**src/rtl/apc_xbank_gap.sv**
```systemverilog
module apc_xbank_gap #(
  parameter int BANK_W = 3,
  parameter int CFG_W  = 4,
  parameter int CNT_W  = 6
) (
  input  logic              clk,
  input  logic              rst_n,
  input  logic              cmd_valid,
  input  logic [2:0]        cmd_kind,
  input  logic [BANK_W-1:0] cmd_bank,
  input  logic [CFG_W-1:0]  cfg_cl,
  input  logic [CFG_W-1:0]  cfg_bl,
  input  logic [CFG_W-1:0]  cfg_twtr,
  input  logic [2:0]        q_kind,
  input  logic [BANK_W-1:0] q_bank,
  output logic              q_ok,
  output logic              violation,
  output logic              cfg_err
);
  localparam int NW = CFG_W + 2;
  localparam int CW = ((NW > CNT_W) ? NW : CNT_W) + 1;
  localparam logic [2:0] K_ACT = 3'd1, K_PRE = 3'd2, K_RD = 3'd3, K_RDA = 3'd4,
                         K_WR = 3'd5, K_WRA = 3'd6;

  logic              pend, src_wr;
  logic [BANK_W-1:0] src_bank;
  logic [CNT_W-1:0]  cnt;
  logic [NW-1:0]     half, turn, cl1;
  logic              cmd_ok, cmd_apc;

  assign half = NW'(cfg_bl >> 1);
  assign turn = (cfg_twtr < CFG_W'(2)) ? NW'(2) : NW'(cfg_twtr);
  assign cl1  = (cfg_cl == '0) ? '0 : NW'(cfg_cl) - NW'(1);

  function automatic logic [NW-1:0] gap(input logic wr_src, input logic [2:0] k,
                                        input logic [NW-1:0] h, input logic [NW-1:0] t,
                                        input logic [NW-1:0] c);
    if (k == K_RD || k == K_RDA) gap = wr_src ? c + h + t : h;
    else if (k == K_WR || k == K_WRA) gap = wr_src ? h : h + NW'(2);
    else if (k == K_ACT || k == K_PRE) gap = NW'(1);
    else gap = '0;
  endfunction

  function automatic logic allowed(input logic [2:0] k, input logic [BANK_W-1:0] b);
    allowed = !pend || (b == src_bank) || (CW'(cnt) >= CW'(gap(src_wr, k, half, turn, cl1)));
  endfunction

  assign q_ok    = allowed(q_kind, q_bank);
  assign cmd_ok  = allowed(cmd_kind, cmd_bank);
  assign cmd_apc = cmd_valid && (cmd_kind == K_RDA || cmd_kind == K_WRA);
  assign cfg_err = !(cfg_bl == CFG_W'(4) || cfg_bl == CFG_W'(8));

  always_ff @(posedge clk) begin
    if (!rst_n) begin
      pend      <= 1'b0;
      src_wr    <= 1'b0;
      src_bank  <= '0;
      cnt       <= '0;
      violation <= 1'b0;
    end else begin
      violation <= cmd_valid && !cmd_ok;
      if (cmd_apc) begin
        pend     <= 1'b1;
        src_wr   <= (cmd_kind == K_WRA);
        src_bank <= cmd_bank;
        cnt      <= CNT_W'(1);
      end else if (pend && cnt != '1) begin
        cnt <= cnt + CNT_W'(1);
      end
    end
  end

  a_r6_act_pre_free: assert property (@(posedge clk) disable iff (!rst_n)
    cmd_valid && (cmd_kind == K_ACT || cmd_kind == K_PRE) |=> !violation);
  a_r7_same_bank_free: assert property (@(posedge clk) disable iff (!rst_n)
    cmd_valid && pend && cmd_bank == src_bank |=> !violation);
  a_r8_idle_no_flag: assert property (@(posedge clk) disable iff (!rst_n)
    !cmd_valid |=> !violation);
  a_r9_count_advance: assert property (@(posedge clk) disable iff (!rst_n)
    pend && !cmd_apc && cnt != '1 |=> cnt == $past(cnt) + CNT_W'(1));
  a_r9_restart: assert property (@(posedge clk) disable iff (!rst_n)
    cmd_apc |=> pend && cnt == CNT_W'(1) && src_bank == $past(cmd_bank));
  a_r10_bl_ok: assert property (@(posedge clk) disable iff (!rst_n)
    (cfg_bl == CFG_W'(4) || cfg_bl == CFG_W'(8)) |-> !cfg_err);
endmodule

```
**config.mk**
```make
export PLATFORM = sky130hd
export DESIGN_NAME = apc_xbank_gap
export DESIGN_NICKNAME = d
export VERILOG_FILES = /design/src/rtl/apc_xbank_gap.sv
export SDC_FILE = /design/constraint.sdc
export NUM_CORES = 1
export LEC_CHECK = 0
export BUFFER_PORTS_ARGS = -buffer_cell sky130_fd_sc_hd__buf_2
export CAP_MARGIN = 30
export CORE_ASPECT_RATIO = 1.25
export CORE_MARGIN = 10
export CORE_UTILIZATION = 30
export DETAILED_ROUTE_END_ITERATION = 10
export GPL_ROUTABILITY_DRIVEN = 0
export HOLD_SLACK_MARGIN = 0.03
export PLACE_DENSITY = 0.6
export SYNTH_ARGS = -nofsm -noshare
export SYNTH_HDL_FRONTEND = slang
export SYNTH_SLANG_ARGS = --single-unit
```
**constraint.sdc**
```tcl
create_clock -name clk -period 3.2 [get_ports clk]
set_input_delay 0.16 -clock clk [delete_from_list [all_inputs] [get_ports clk]]
set_output_delay 0.16 -clock clk [all_outputs]
set_load 0.01 [all_outputs]
```
==> metrics.md <==
| Metric | Value |
|---|---|
| Outcome | finished clean |
| Root buffer cell | clkbuf_8 |
| Post-synth top area cell | ha_1 |
| Crit path capture type | output pin |
| RSZ-0062 raised after global routing | true |
| Die Height | 97.6 um |
| Antenna cells | 0 |
| Critical path class | input pin to output pin |
| Main synth FF type | dfxtp_1 |
| Drt pass-1 iters | 4 |
| TritonCTS clock tree | yes |
| Avg Synthesized Cell Area | about 8.4 um2 |
| #FFs+latches synth | 12 |
| Fmax | 324 MHz |
| Ys Warns | 0 |
| Vias/cell | 5.07 |
| Global-route wire length before repair | 5.91 mm |
| Vias | between 1000 and 1500 |
| Place WS | -0.0801 ns |
| CTS Buf Count | 3 |
| DRC | 0 |
| Row count | 28 |
| Area growth syn-to-layout | 23.8% |
| Fin. max-slew vios | 0 |
| Synth top area cells | ha_1, dfxtp_1, fa_1 |
| Initial drt markers | 28 |
| WL final | 3.47 mm |
| Ratio of cells with drive above 1 in the final layout | 26.2% |
| CP Launch Type | input pin |
| Filler cells | 504 |
| HP Class | input pin to flop |
| Grt total ovfl | 0 |
| EDFF count, synth | 0 |
| Wire per inst | 13.0 um |
| Largest net degree at the start of global routing | 12 |
| Placed cell area | 1670 um2 |
| Maximum VDD drop | 224 uV |
| Die Footprint | 8010 um2 |
| PwrDens | about 290 nW/um2 |
| Vias in the first global route | 1385 |
| Max cap viols | 0 |
| Worst Path Max Fanout | 5 |
| Synth Cell Area | 1450 um2 |
| H-tree levels | 1 |
| Final worst slack | approximately 0.11 ns |
| Initial antenna violation count | 0 |
| Initial Util | a little under a third |
| Top cell type's share of synthesized area | 18.2% |
| Seq/Total Area, Yosys | 16.6% |
| IO Count | 30 |
| Post-route setup TNS | 0 ns |
| Minimum clock period | 3.09 ns |
| Clock sinks | 12 |
| Gate Count Post-Synth | 173 |
| WP data required | 3.04 ns |
| Post-Syn Nets | ~230 |
| Worst path arrival time | slightly below 3 ns |
| Die Width | about 80 um |
| Commonest non-fill, non-tap cell in the layout | buf_2 |
| Core area | 4690 um2 |
| Post-CTS setup repair buffer count | 0 |
| Max Clock Skew | between 0.002 and 0.0025 ns |
| Sequential cell area | 240 um2 |
| Worst hold margin | 0.211 ns |
| Total power | 0.512 mW |
| HPWL after DPL | approximately 2.9 mm |
| Antenna Nets Post-Route | 0 |
| Worst-path clk slew | 0.05 ns |
| Clock Path Buffers | 2 |
| P_leak | between 0.7 and 0.8 nW |
| Setup-failing EPs final | 0 |
| Fin crit share | a little over nine tenths |
| Post-route cell area | roughly 1800 um2 |
| All-Layer GR Usage | slightly below 9% |
| Distinct cells, synth | 43 |
| Final hold violation count | 0 |
| Buffers added on ports | 29 |
| Synth async-reset ratio | 0% |
| Most frequent cells in the layout | buf_2, ha_1, nand2_1, dfxtp_1, nor2_1 |
| Multi-input gate area | 1210 um2 |
| Final nets | 259 |
| Worst-Skew Late Latency | 0.24 ns |
-- flip-flops by register name, summed over array words and instances, names as in the netlist --
register and cells:
violation 1, cnt 6, pend 1, src_wr 1, src_bank 3
-- worst max-delay path: stages --
cell and delay (ns):
clkbuf_4 0.14, nor2_4 0.10, nand3b_1 0.10, nand2_2 0.09, fa_1 0.44, ha_1 0.29
a21o_1 0.19, a21oi_2 0.15, mux2i_2 0.28, nand2_1 0.09, ha_1 0.20, a211oi_2 0.23
o31ai_1 0.10, a31o_2 0.23, buf_2 0.14
-- area by class of cell --
class	count	area share, %
clock buffers	4	3.08
inverters	9	1.89
multi-input cells	149	67.8
flip-flops and latches	12	13.4
well taps	60	4.20
repair buffers	32	9.65
-- per-stage QoR --
stage	utilization, %	std cells
after floorplan	-	173
after global placement	35.7	262
after detailed placement	35.7	262
after CTS	37.0	266
after global routing	38.1	266
final	38.1	266
-- Yosys cell counts (4+ instances only) --
cell type and instances:
ha_1 21, nand2_1 15, dfxtp_1 12, o21ai_0 12, nor2_1 11, inv_1 9, xor2_1 9, mux2i_1 8
nor2b_1 7, a211oi_1 5, and2_1 5, nand2b_1 5, a21oi_1 4, fa_1 4
-- where the power goes --
| group | switching (mW) | total [mW] | internal (mW) |
|---|---|---|---|
| clock | 0.0540 | 0.163 | 0.109 |
| sequential | 0.00488 | 0.159 | 0.154 |
| combinational | 0.0994 | 0.191 | 0.0916 |
-- kinds of logic after synthesis --
group,synth area share (%)
XOR/XNOR,7.27
AND/OR/NAND/NOR,19.8
buffers and inverters,3.29
multiplexers,7.27
adder cells (fa/ha/maj),23.7
other,0.259
flip-flops,16.6
AO/OA/AOI/OAI,21.7
-- path summary, 6_finish.rpt --
path	start	endpoint	slack, ns	depth (start not counted)
setup / recovery	cfg_cl[0]	q_ok	0.11	15
hold / removal	cmd_bank[2]	src_bank[2]	0.21	3
setup reg to reg	src_wr	violation	1.05	8
hold reg to reg	src_bank[1]	src_bank[1]	0.57	2
-- what timing repair did --
item,in CTS,in global routing
pin swaps,0,5
hold buffers,0,0
endpoints found under the hold margin,0,0
endpoints found under the setup margin,1,1
resized for setup,2,16
-- per-layer routing --
| layer | global-route usage (%) | part of all wire [%] | vias up |
|---|---|---|---|
| met5 | 0 | 0 | - |
| met4 | 1.84 | 0.61 | 0 |
| met3 | 2.31 | 6.6 | 4 |
| met2 | 15.0 | 49 | 28 |
| met1 | 10.4 | 44 | 625 |
| li1 | - | - | 692 |
No activity file was read; power rests on OpenSTA's default activity.
